[src/rtl/pwroff_pkg.sv]
package pwroff_pkg;
  localparam int FIELD_W = 8;
  localparam int NFIELDS = 6;
  localparam int ADDR_W  = 6;
  localparam int DATA_W  = 32;
  localparam int STRB_W  = DATA_W / 8;

  localparam logic [ADDR_W-1:0] OFS_IE   = 6'h18;
  localparam logic [ADDR_W-1:0] OFS_STAT = 6'h1C;
  localparam logic [ADDR_W-1:0] OFS_ARM  = 6'h20;

  typedef enum logic {PWR_ON = 1'b0, PWR_OFF = 1'b1} pwr_state_e;
endpackage

[src/rtl/pwroff_regs.sv]
module pwroff_regs
  import pwroff_pkg::*;
#(
  parameter int FW = FIELD_W,
  parameter int NF = NFIELDS
) (
  input  logic                clk,
  input  logic                rst_n,
  input  logic                wr_en,
  input  logic [ADDR_W-1:0]   addr,
  input  logic [DATA_W-1:0]   wdata,
  input  logic [STRB_W-1:0]   wstrb,
  input  logic                match_i,
  output logic [DATA_W-1:0]   rdata,
  output logic [NF*FW-1:0]    cmp_o,
  output logic                ie_o,
  output logic                arm_o,
  output logic                flag_o
);
  localparam int IDX_W = ADDR_W - 2;

  logic unused_wdata;
  assign unused_wdata = ^wdata[DATA_W-1:FW];

  for (genvar g = 0; g < NF; g++) begin : g_cmp
    logic [FW-1:0] fld_d, fld_q;
    always_comb begin
      fld_d = fld_q;
      if (wr_en && wstrb[0] && addr == ADDR_W'(g * 4))
        fld_d = wdata[FW-1:0];
    end
    always_ff @(posedge clk or negedge rst_n) begin
      if (!rst_n) fld_q <= '0;
      else        fld_q <= fld_d;
    end
    assign cmp_o[g*FW +: FW] = fld_q;
  end

  logic ie_d, ie_q, arm_d, arm_q, flag_d, flag_q;
  logic ie_wr, arm_wr, clr_wr;

  assign ie_wr  = wr_en && (addr == OFS_IE) && (&wstrb);
  assign arm_wr = wr_en && (addr == OFS_ARM) && wstrb[0];
  assign clr_wr = wr_en && (addr == OFS_STAT) && wstrb[0] && wdata[0];

  always_comb begin
    ie_d   = ie_wr  ? wdata[0] : ie_q;
    arm_d  = arm_wr ? wdata[0] : arm_q;
    flag_d = flag_q;
    if (clr_wr)  flag_d = 1'b0;
    if (match_i) flag_d = 1'b1;
  end

  always_ff @(posedge clk or negedge rst_n) begin
    if (!rst_n) begin
      ie_q   <= 1'b0;
      arm_q  <= 1'b0;
      flag_q <= 1'b0;
    end else begin
      ie_q   <= ie_d;
      arm_q  <= arm_d;
      flag_q <= flag_d;
    end
  end

  logic [IDX_W-1:0] idx;
  assign idx = addr[ADDR_W-1:2];

  always_comb begin
    rdata = '0;
    if (int'(idx) < NF && addr[1:0] == 2'b00)
      rdata[FW-1:0] = cmp_o[int'(idx)*FW +: FW];
    else if (addr == OFS_IE)
      rdata[0] = ie_q;
    else if (addr == OFS_STAT)
      rdata[0] = flag_q;
    else if (addr == OFS_ARM)
      rdata[0] = arm_q;
  end

  assign ie_o   = ie_q;
  assign arm_o  = arm_q;
  assign flag_o = flag_q;

  // a registered match always leaves the flag set, even against a clear
  p_set_wins_r5: assert property (@(posedge clk) disable iff (!rst_n)
    match_i |=> flag_q);

  // the flag only rises after a match
  p_flag_src_r3: assert property (@(posedge clk) disable iff (!rst_n)
    $rose(flag_q) |-> $past(match_i));

  // a partial-lane write leaves the enable untouched
  p_ie_partial_r7: assert property (@(posedge clk) disable iff (!rst_n)
    (wr_en && addr == OFS_IE && !(&wstrb)) |=> $stable(ie_q));
endmodule

[src/rtl/pwroff_match.sv]
module pwroff_match
  import pwroff_pkg::*;
#(
  parameter int FW = FIELD_W,
  parameter int NF = NFIELDS
) (
  input  logic             clk,
  input  logic             rst_n,
  input  logic             tick_i,
  input  logic [NF*FW-1:0] now_i,
  input  logic [NF*FW-1:0] cmp_i,
  output logic             match_o
);
  logic [NF-1:0] eq;

  for (genvar g = 0; g < NF; g++) begin : g_eq
    assign eq[g] = (now_i[g*FW +: FW] == cmp_i[g*FW +: FW]);
  end

  logic match_d, match_q;
  assign match_d = tick_i && (&eq);

  always_ff @(posedge clk or negedge rst_n) begin
    if (!rst_n) match_q <= 1'b0;
    else        match_q <= match_d;
  end

  assign match_o = match_q;

  // a match pulse only follows a seconds tick
  p_match_tick_r4: assert property (@(posedge clk) disable iff (!rst_n)
    match_q |-> $past(tick_i));
endmodule

[src/rtl/pwroff_fsm.sv]
module pwroff_fsm
  import pwroff_pkg::*;
(
  input  logic clk,
  input  logic rst_n,
  input  logic match_i,
  input  logic arm_i,
  output logic pwr_en_o
);
  pwr_state_e state_d, state_q;

  always_comb begin
    state_d = state_q;
    unique case (state_q)
      PWR_ON:  if (match_i && arm_i) state_d = PWR_OFF;
      PWR_OFF: state_d = PWR_OFF;
      default: state_d = PWR_ON;
    endcase
  end

  always_ff @(posedge clk or negedge rst_n) begin
    if (!rst_n) state_q <= PWR_ON;
    else        state_q <= state_d;
  end

  assign pwr_en_o = (state_q == PWR_ON);

  // the off level is held
  p_off_sticky_r9: assert property (@(posedge clk) disable iff (!rst_n)
    !pwr_en_o |=> !pwr_en_o);

  // switching off needs an armed match
  p_off_cause_r8: assert property (@(posedge clk) disable iff (!rst_n)
    $fell(pwr_en_o) |-> $past(match_i && arm_i));

  // an unarmed match leaves the pin on
  p_unarmed_r10: assert property (@(posedge clk) disable iff (!rst_n)
    (match_i && !arm_i && pwr_en_o) |=> pwr_en_o);
endmodule

[src/rtl/pwroff_alarm_top.sv]
module pwroff_alarm_top
  import pwroff_pkg::*;
(
  input  logic                      clk,
  input  logic                      rst_n,
  input  logic                      sec_tick,
  input  logic [NFIELDS*FIELD_W-1:0] now_bcd,
  input  logic                      bus_wr,
  input  logic [ADDR_W-1:0]         bus_addr,
  input  logic [DATA_W-1:0]         bus_wdata,
  input  logic [STRB_W-1:0]         bus_wstrb,
  output logic [DATA_W-1:0]         bus_rdata,
  output logic                      pwr_en,
  output logic                      irq
);
  logic [1:0] rst_sync_q;
  logic       rst_int_n;

  always_ff @(posedge clk or negedge rst_n) begin
    if (!rst_n) rst_sync_q <= 2'b00;
    else        rst_sync_q <= {rst_sync_q[0], 1'b1};
  end
  assign rst_int_n = rst_sync_q[1];

  logic [NFIELDS*FIELD_W-1:0] cmp;
  logic match, ie, arm, flag;

  pwroff_regs #(.FW(FIELD_W), .NF(NFIELDS)) u_regs (
    .clk     (clk),
    .rst_n   (rst_int_n),
    .wr_en   (bus_wr),
    .addr    (bus_addr),
    .wdata   (bus_wdata),
    .wstrb   (bus_wstrb),
    .match_i (match),
    .rdata   (bus_rdata),
    .cmp_o   (cmp),
    .ie_o    (ie),
    .arm_o   (arm),
    .flag_o  (flag)
  );

  pwroff_match #(.FW(FIELD_W), .NF(NFIELDS)) u_match (
    .clk     (clk),
    .rst_n   (rst_int_n),
    .tick_i  (sec_tick),
    .now_i   (now_bcd),
    .cmp_i   (cmp),
    .match_o (match)
  );

  pwroff_fsm u_fsm (
    .clk      (clk),
    .rst_n    (rst_int_n),
    .match_i  (match),
    .arm_i    (arm),
    .pwr_en_o (pwr_en)
  );

  assign irq = flag & ie;
endmodule

[config.mk]
export PLATFORM = sky130hd
export DESIGN_NAME = pwroff_alarm_top
export DESIGN_NICKNAME = d
export VERILOG_FILES = /design/src/rtl/pwroff_pkg.sv /design/src/rtl/pwroff_regs.sv /design/src/rtl/pwroff_match.sv /design/src/rtl/pwroff_fsm.sv /design/src/rtl/pwroff_alarm_top.sv
export SDC_FILE = /design/constraint.sdc
export NUM_CORES = 1
export LEC_CHECK = 0
export BUFFER_PORTS_ARGS = -buffer_cell sky130_fd_sc_hd__buf_2
export CAP_MARGIN = 40
export CORE_UTILIZATION = 44
export DETAILED_ROUTE_END_ITERATION = 12
export HOLD_SLACK_MARGIN = 0.05
export PLACE_DENSITY = 0.76
export SYNTH_ARGS = -nofsm -noshare
export SYNTH_HDL_FRONTEND = slang
export SYNTH_SLANG_ARGS = --single-unit
[constraint.sdc]
create_clock -name clk -period 1.6 [get_ports clk]
set_input_delay 0.32 -clock clk [delete_from_list [all_inputs] [get_ports clk]]
set_output_delay 0.32 -clock clk [all_outputs]
set_load 0.03 [all_outputs]
# After elaboration in Yosys (flattened, before gate mapping)
# Index checks and enable logic that the tools add are counted.
dict set report op_classes {
  n_lt_le_gt_ge 1
  n_reduce_logical 22
  eq_ne 14
  n_shift 1
  n_bitwise 2
  muxes 9
}
# operator n
set ops {}
lappend ops {{$eq A8 B8 Y1} 6}
lappend ops {{$shiftx A48 B8 Y8} 1}
lappend ops {{$eq A6 B5 Y1 const B} 4}
lappend ops {{$logic_and A1 B1 Y1} 17}
lappend ops {{$eq A6 B4 Y1 const B} 2}
lappend ops {{$mux W1} 7}
lappend ops {{$mux W7} 1}
lappend ops {{$eq A6 B3 Y1 const B} 1}
lappend ops {{$eq A6 B6 Y1 const B} 1}
lappend ops {{$logic_not A6 Y1} 1}
lappend ops {{$reduce_and A6 Y1} 1}
lappend ops {{$lt A4 B3 Y1 const B} 1}
lappend ops {{$reduce_and A4 Y1} 1}
lappend ops {{$logic_not A2 Y1} 1}
lappend ops {{$pmux W1 S2} 1}
lappend ops {{$reduce_bool A2 Y1} 1}
lappend ops {{$and A1 B1 Y1} 1}
lappend ops {{$not A1 Y1} 1}
dict set report totals {
  out_inout_bits 34
  inputBits 94
  register_bits 55
}

# Logic depth before layout (Yosys ltp)
# Gate-level depths: netlist of run 1.
dict set report logic_depth {
  ltp_word 6
  ltp_mapped 6
  depth_no_buf 5
}

# Hierarchy
# A second synthesis of run 1 with hierarchy kept.
dict set report unflattened {
  hier_cells 286
  area_unflattened_um2 3387.0
}
# mod n_inst seq_area_each_um2 area_per_inst_um2 cells_each
set modules_own_cells {}
lappend modules_own_cells {pwroff_regs 1 1276.2 2708.8 206}
lappend modules_own_cells {pwroff_match 1 25.0 581.8 73}
lappend modules_own_cells {pwroff_alarm_top 1 50.0 60.1 4}
lappend modules_own_cells {pwroff_fsm 1 25.0 36.3 3}

# Worst setup path after synthesis of run 1
# Ideal clock, no wire load.
dict set report synth_timing {
  kind {input port to output port}
  startpoint {input bus_addr[4]}
  endpoint {output bus_rdata[0]}
  setup_slack_ns -0.687
  arrival_ns 1.967
  t_required_ns 1.280
  n_path_buf 0
  path_stages 4
  path_cell_list {clkinv_1 > nor2_1 > a22oi_1 > o41ai_1}
}
dict set report synth_via {
  elab_chain_cells 5
  elab_cells_between_ends 10
  cone_classes {order compare (1); eq/ne (3); shift (1); mux (4); reduce/logical (1)}
}
# item line
set synth_rtl {}
lappend synth_rtl {{start: declaration} pwroff_alarm_top.sv:9} ;# input logic [ADDR_W-1:0] bus_addr,
lappend synth_rtl {{branches (longest 4 deep; another with $shiftx A48 B8 Y8)} -}
lappend synth_rtl {{$mux W1 (*)} pwroff_regs.sv:71} ;# if (int'(idx) < NF && addr[1:0] == 2'b00)
lappend synth_rtl {{end: declaration} pwroff_alarm_top.sv:12} ;# output logic [DATA_W-1:0] bus_rdata,
# Mark *: on every way between the ends.

# Worst setup path after layout of run 1
dict set report layout_timing {
  startpoint {register u_regs.g_cmp[3].fld_q[0]}
  endpoint {output bus_rdata[0]}
}
dict set report layout_via {
  elab_chain_cells 2
}
# item line
set layout_rtl {}
lappend layout_rtl {{start: declaration} pwroff_regs.sv:26} ;# logic [FW-1:0] fld_d, fld_q;
lappend layout_rtl {{start signal: assignment} pwroff_regs.sv:34} ;# else fld_q <= fld_d;
lappend layout_rtl {{$shiftx A48 B8 Y8} pwroff_regs.sv:72} ;# rdata[FW-1:0] = cmp_o[int'(idx)*FW +: FW];
lappend layout_rtl {{$mux W1} pwroff_regs.sv:71}
# Every way passes these cells.

==> results.py, run 1 <==
metrics = {
    "floorplanning": {
        "rows": 31,
        "dieHeight_um": 88.17,
        "start_util_pct": 45.28,
        "die_width_um": 88.17,
        "die_area_mm2": 0.007773,
        "core_area_mm2": 0.007214,
        "ios": 128,
    },
    "logic_synthesis": {
        "ys_types": 37,
        "synth.cell_area_mm2": 0.003267,
        "synth_ff_type": "dfrtp_1",
        "yosys.area.top_type_share_pct": 42.13,
        "syn_area_per_cell_um2": 12.14,
        "yosys-top-cells-count": "dfrtp_1, mux2_2, xor2_1",
        "synth.ff_latch_count": 55,
        "yosysTopAreaCell": "dfrtp_1",
        "async_flop_share_pct": 100.0,
        "syn_inst": 269,
        "yosysSeqAreaShare_pct": 42.13,
        "ys_top_cells_by_area": "dfrtp_1, mux2_2, xor2_1",
        "yosys_warnings": 0,
        "synth-edff-count": 0,
    },
    "clock_tree": {
        "insertion_delay_ns": 0.32,
        "cts.path.max_buffers": 2,
        "cts_made_buffers": 5,
        "cts-root-buf": "clkbuf_8",
        "cts.reportedPaths.clkPinSlew_ns": 0.11,
        "cts_tree": "done",
        "cts_num_sinks": 55,
        "h-tree-depth": 2,
    },
    "power": {
        "p_switching_uw": 986.3,
        "leakage_nw": 2.364,
        "switching_share_pct": 30.56,
        "powerDensity_mw_per_mm2": 708.5,
        "p_comb_share_pct": 26.3,
        "p_int_mw": 2.242,
        "seqPwrFrac_pct": 48.5,
        "ir_worst_vdd_uv": 442.1,
        "total_power_mw": 3.228,
        "clkPwrFrac_pct": 25.1,
    },
    "global_route": {
        "grt_pass1_wl_mm": 13.72,
        "grt.total_usage_pct": 24.25,
        "grt-ovfl-total": 0,
        "antenna_found_initial": 0,
        "grt_pass1_vias": 2757,
        "grt_max_degree": 54,
    },
    "finish": {
        "final_core_utilization_pct": 63.15,
        "antennaDiodeCount": 0,
        "stdcell_count": 519,
        "nNetsFinal": 513,
        "area_growth_pct": 39.45,
        "drive_above_1_share_pct": 59.76,
        "stdcell_area_mm2": 0.004556,
    },
    "setup_path": {
        "worstRegToRegCells": 6,
        "worstPathRequired_ns": 1.28,
        "critPathArrivalTime_ns": 1.68,
        "crit_type": "register to output port",
        "startpoint_type": "register",
        "crit_path_end_kind": "output port",
        "path_max_fanout": 2,
    },
    "routing": {
        "wl_mm": 8.810,
        "remaining_drc_errors": 0,
        "vias": 2636,
        "drt_pass1_iterations": 4,
        "first_iter_violations": 115,
        "wire_per_inst_um": 16.97,
        "postRouteAntennaNets": 0,
        "vias_per_cell": 5.079,
    },
    "placement": {
        "dp_hpwl_mm": 6.690,
        "dp_cells": 504,
        "place_area_mm2": 0.004289,
        "place_congestion": 0.9013,
        "io_buffers": 79,
    },
    "job": {
        "max_cap_violations": 0,
    },
    "timing": {
        "fin_crit_ns": 2.002,
        "drv_slew": 0,
        "fmax_mhz": 499.5,
        "finalCritPeriodShare_pct": 125.1,
        "setup_viol": 9,
        "rsz0062_at_grt": "true",
        "skew_ns": 0.009355,
        "worst_slack_ns": -0.4019,
        "final_hold_viol_count": 0,
    },
    "hold_path": {
        "hold_class": "register to async pin",
    },
    "outcome": {
        "status": "complete, but fails checks",
        "violations": "negative setup slack",
    },
}
==> state kept, by name (all words and copies together), names as in the netlist <==
register,flops
u_regs.g_cmp.fld_q,48
u_regs.flag_o,1
u_regs.ie_o,1
u_regs.arm_o,1
rst_sync_q,2
u_fsm.state_q,1
u_match.match_o,1
==> cell usage in the layout (no fill, tap or decap), drive strengths merged, types with 2 or more instances in the layout <==
cell | synthesis | routed
a22oi | 8 | 8
buf | 28 | 146
clkbuf | 0 | 6
clkinv | 1 | 3
conb | 2 | 25
dfrtp | 55 | 55
inv | 4 | 4
mux2 | 58 | 58
mux4 | 8 | 8
nand2 | 11 | 11
nand3 | 4 | 4
nand4 | 3 | 3
nor2 | 13 | 13
nor3 | 3 | 3
nor4 | 11 | 11
xnor2 | 2 | 2
xor2 | 44 | 44
==> logic make-up after synthesis <==
group,count (synthesis),share of synthesized area (%)
mux,66,25.51
compound gates,16,3.830
xor+xnor,46,12.33
buf+inv,33,6.779
flops,55,42.13
other cells,2,0.2299
simple gates,51,9.192
==> critical path: stages, from the launching register on <==
cell and delay [ns]:
dfrtp_1 0.40, mux4_2 0.48, a22oi_2 0.24, o41ai_4 0.09
buf_6 0.16
==> final cells by class <==
class | count | area [um^2]
fill | 570 | 2659
multi-input combinational | 204 | 1882
sequential | 55 | 1378
timing repair buffer | 148 | 1060
tap | 99 | 123.9
clock buffer | 5 | 68.82
clock inverter | 3 | 25.02
inverter | 5 | 18.77
==> through the flow <==
step | hold WS [ns] | setup WS [ns] | TNS [ns]
after CTS | 0.2796 | -0.4279 | -2.577
after floorplan | 0.02441 | -0.07054 | -0.5631
after global routing | 0.2890 | -0.4649 | -3.005
after global placement | 0.1049 | -0.4080 | -7.020
final | 0.2598 | -0.4019 | -2.454
after detailed placement | 0.1063 | -0.4476 | -7.751
==> routing by layer <==
layer,vias up,wire (um),global-route usage [%]
met5,-,0,0
met1,1275,3703,32.27
met3,23,654,3.770
met2,122,4175,40.21
met4,0,276,8.651
li1,1216,-,-
==> worst paths after layout <==
path,startpoint,to,slack [ns]
max,u_regs.g_cmp[3].fld_q[0],bus_rdata[0],-0.40
min,rst_sync_q[1],u_regs.g_cmp[0].fld_q[3],0.26
max reg2reg,u_regs.g_cmp[0].fld_q[4],u_match.match_o,-0.04
min reg2reg,rst_sync_q[1],u_regs.g_cmp[0].fld_q[3],0.26
max in group asynchronous,rst_sync_q[1],u_regs.g_cmp[0].fld_q[7],1.09
min in group clk,bus_wdata[6],u_regs.g_cmp[5].fld_q[6],0.30
==> power groups by stage <==
stage / logic (mW) / registers, mW / clock network, mW
after floorplan: 0.447 / 1.61 / 0
after CTS: 0.834 / 1.57 / 0.824
final: 0.850 / 1.57 / 0.812
after detailed placement: 0.797 / 1.60 / 0
after global routing: 0.919 / 1.58 / 0.870
after global placement: 0.781 / 1.59 / 0
==> timing repair <==
action	4_1_cts	5_1_grt
hold buffers	1	0
endpoints found under the hold margin	2	0
pin swaps	7	3
setup buffers	4	2
gates resized for setup	22	8
endpoints found under the setup margin	9	9
Note: power is estimated with default switching activity, not from simulation.
==> inputs of run 2 (changes only) <==
- ABC_AREA: unset -> 1
- CORE_UTILIZATION: 44 -> 46
- PLACE_DENSITY: 0.76 -> 0.78
==> results.py, run 2 <==
metrics = {
    "setup_path": {
        "worstRegToRegCells": 8,
        "critPathArrivalTime_ns": 1.39,
        "rrSetupSlack_ns": 0.25,
        "startpoint_type": "input port",
        "timing.rr.start": "u_regs.g_cmp[4].fld_q[3]",
        "worstPathRequired_ns": 1.28,
        "cp_top_family": "buffers and inverters",
        "r2r_end": "u_match.match_o",
        "cp_num_buf_inv": 5,
        "crit_slowest_cell": "a21oi_2",
        "crit_type": "input port to output port",
        "path_cells": "buf_8 -> nor2_4 -> buf_4 -> inv_4 -> buf_4 -> o21ai_2 -> nand2_1 -> a21oi_2 -> buf_6",
        "crit_top_cell": "buf_4",
        "slowest_delay_ns": 0.18,
        "crit_path_end_kind": "output port",
        "path_max_fanout": 6,
    },
    "placement": {
        "dp_hpwl_mm": 7.800,
        "place_congestion": 0.9555,
        "place_area_mm2": 0.004169,
        "io_buffers": 79,
    },
    "global_route": {
        "antenna_found_initial": 0,
        "grt_pass1_wl_mm": 16.69,
        "grt-ovfl-total": 0,
        "grt.total_usage_pct": 26.46,
        "gr-max-usage-layer": "met2",
        "grt_max_degree": 54,
        "use_met3_pct": 4.484,
        "grt_pass1_vias": 3432,
        "use_met1_pct": 34.66,
        "gr-usage-met2_pct": 44.55,
    },
    "routing": {
        "vias": 3768,
        "wire_per_inst_um": 15.21,
        "vias_per_cell": 5.162,
        "first_iter_violations": 296,
        "remaining_drc_errors": 0,
        "drt_pass1_iterations": 5,
        "postRouteAntennaNets": 0,
        "wl_mm": 11.10,
    },
    "logic_synthesis": {
        "syn_inst": 502,
        "synth-edff-count": 0,
        "synth.ff_latch_count": 55,
        "synth_ff_type": "dfrtp_1",
        "yosys.area.top_type_share_pct": 38.65,
        "async_flop_share_pct": 100.0,
        "synth.cell_area_mm2": 0.003561,
        "ys_types": 29,
        "ys_top_cells_by_area": "dfrtp_1, nand2_1, inv_1",
        "syn_area_per_cell_um2": 7.093,
        "yosys_warnings": 0,
        "synth_most_common_cell": "nand2_1",
        "yosys-top-cells-count": "nand2_1, inv_1, dfrtp_1",
        "yosysSeqAreaShare_pct": 38.65,
        "yosysTopAreaCell": "dfrtp_1",
    },
    "power": {
        "powerDensity_mw_per_mm2": 722.2,
        "seqPwrFrac_pct": 45.8,
        "p_switching_mw": 1.096,
        "p_int_mw": 2.351,
        "ir_worst_vdd_uv": 439.3,
        "leakage_nw": 2.435,
        "p_comb_share_pct": 25.6,
        "switching_share_pct": 31.80,
        "clkPwrFrac_pct": 28.6,
    },
    "outcome": {
        "status": "complete, but fails checks",
        "violations": "negative setup slack",
    },
    "finish": {
        "layout_common_cells": "nand2_1, buf_2, inv_1, dfrtp_1, buf_4",
        "area_growth_pct": 34.01,
        "largestRegisters": "u_regs.g_cmp.fld_q: 48 flops, rst_sync_q: 2 flops",
        "top_register": "u_regs.g_cmp.fld_q",
        "stdcell_area_mm2": 0.004772,
        "layout_commonest_cell": "nand2_1",
        "antennaDiodeCount": 0,
        "largest_reg_flops": 48,
        "multi_input_area_mm2": 0.001963,
        "final_core_utilization_pct": 64.75,
        "regArea_mm2": 0.001379,
        "drive_above_1_share_pct": 36.29,
        "nNetsFinal": 724,
        "fill_cells": 665,
    },
    "floorplanning": {
        "die_width_um": 89.99,
        "rows": 31,
        "core_area_mm2": 0.007370,
        "ios": 128,
        "dieHeight_um": 89.99,
        "start_util_pct": 48.32,
        "die_area_mm2": 0.008097,
    },
    "clock_tree": {
        "insertion_delay_ns": 0.31,
        "cts_tree": "done",
        "cts.reportedPaths.clkPinSlew_ns": 0.10,
        "h-tree-depth": 2,
        "cts_made_buffers": 5,
        "cts_num_sinks": 55,
        "cts.path.max_buffers": 2,
        "cts-root-buf": "clkbuf_8",
    },
    "timing": {
        "drv_slew": 0,
        "fin_crit_ns": 1.708,
        "finalCritPeriodShare_pct": 106.8,
        "final_hold_viol_count": 0,
        "worst_slack_ns": -0.1084,
        "setup_viol": 8,
        "skew_ns": 0.003695,
        "fmax_mhz": 585.3,
        "rsz0062_at_grt": "true",
    },
    "job": {
        "max_cap_violations": 0,
    },
    "hold_path": {
        "hold_class": "register to async pin",
    },
}
-- run 2: changes by cell type after synthesis, sizes merged, moves of 7 or more --
cell and delta:
o21ai +93, nor2 +23, nor4 -11, a21oi +8, mux4 -8, o22ai +7
inv +68, xor2 -38, mux2 -58, nand2 +155
-- run 2: power by group through the flow --
| stage | logic (mW) | clock network (mW) | registers [mW] |
|---|---|---|---|
| 5_1_grt | 0.958 | 1.04 | 1.59 |
| 4_1_cts | 0.806 | 0.978 | 1.58 |
| 3_3_place_gp | 0.690 | 0 | 1.60 |
| 3_5_place_dp | 0.704 | 0 | 1.61 |
| 6_report | 0.882 | 0.985 | 1.58 |
| 2_1_floorplan | 0.472 | 0 | 1.60 |
-- run 2: kinds of logic (layout without fill, tap and decap cells) --
family / count (synthesis) / count (layout) / share of synthesized area (%)
AOI/OAI and AO/OA: 119 / 119 / 19.43
buffers and inverters: 104 / 210 / 14.83
DFF: 55 / 55 / 38.65
other: 2 / 25 / 0.2109
xor gates and xnor gates: 9 / 9 / 2.214
and+or+nand+nor: 213 / 213 / 24.67
-- run 2: worst max-delay path by stage --
stage	depth (start not counted)	from	end
finish	9	bus_addr[2]	bus_rdata[5]
global route	10	bus_addr[2]	bus_rdata[0]
CTS	9	bus_addr[3]	bus_rdata[6]
detailed placement	9	bus_addr[3]	bus_rdata[7]
global placement	9	bus_addr[3]	bus_rdata[7]
floorplan	6	bus_addr[2]	bus_rdata[4]
-- run 2: timing repair --
action                     CTS  global route
gates resized for setup     72            36
setup endpoints to repair    8             8
gates cloned                 0             0
pin swaps                   19            24
hold buffers                 1             0
buffers inserted            16             8
hold endpoints to repair     2             0
-- run 2: per-stage QoR --
step | setup TNS, ns | total power, mW | instances | setup WS (ns) | hold slack (ns)
2_1_floorplan | -0.01381 | 2.071 | 525 | -0.01381 | 0.02441
3_3_place_gp | -1.914 | 2.294 | 697 | -0.2438 | 0.1052
3_5_place_dp | -2.393 | 2.312 | 697 | -0.2824 | 0.1057
4_1_cts | -0.2803 | 3.360 | 722 | -0.06244 | 0.2796
5_1_grt | -0.9805 | 3.590 | 730 | -0.1600 | 0.3001
6_report | -0.6441 | 3.447 | 730 | -0.1084 | 0.2566
-- run 2: cell type report --
type,instances,area share (%)
inverters,72,5.768
well taps,99,2.596
clock inverters,2,0.7341
repair buffers,130,19.14
flip-flops and latches,55,28.89
multi-input cells,366,41.14
clock buffers,6,1.730
-- run 2: metal layers --
metal	part of all wire, %	wire length [um]
met1	41	4503
met2	48	5343
met3	7.8	863
met4	3.5	391
met5	0	0
-- run 2: worst register-to-register path: stages (launching register included) --
cell and delay, ns:
dfrtp_1 0.40, buf_4 0.14, nand2_1 0.08, o21ai_0 0.10, nor2_1 0.13, nand2_1 0.08
nor2_1 0.10, nand3_1 0.10, nor2_1 0.15
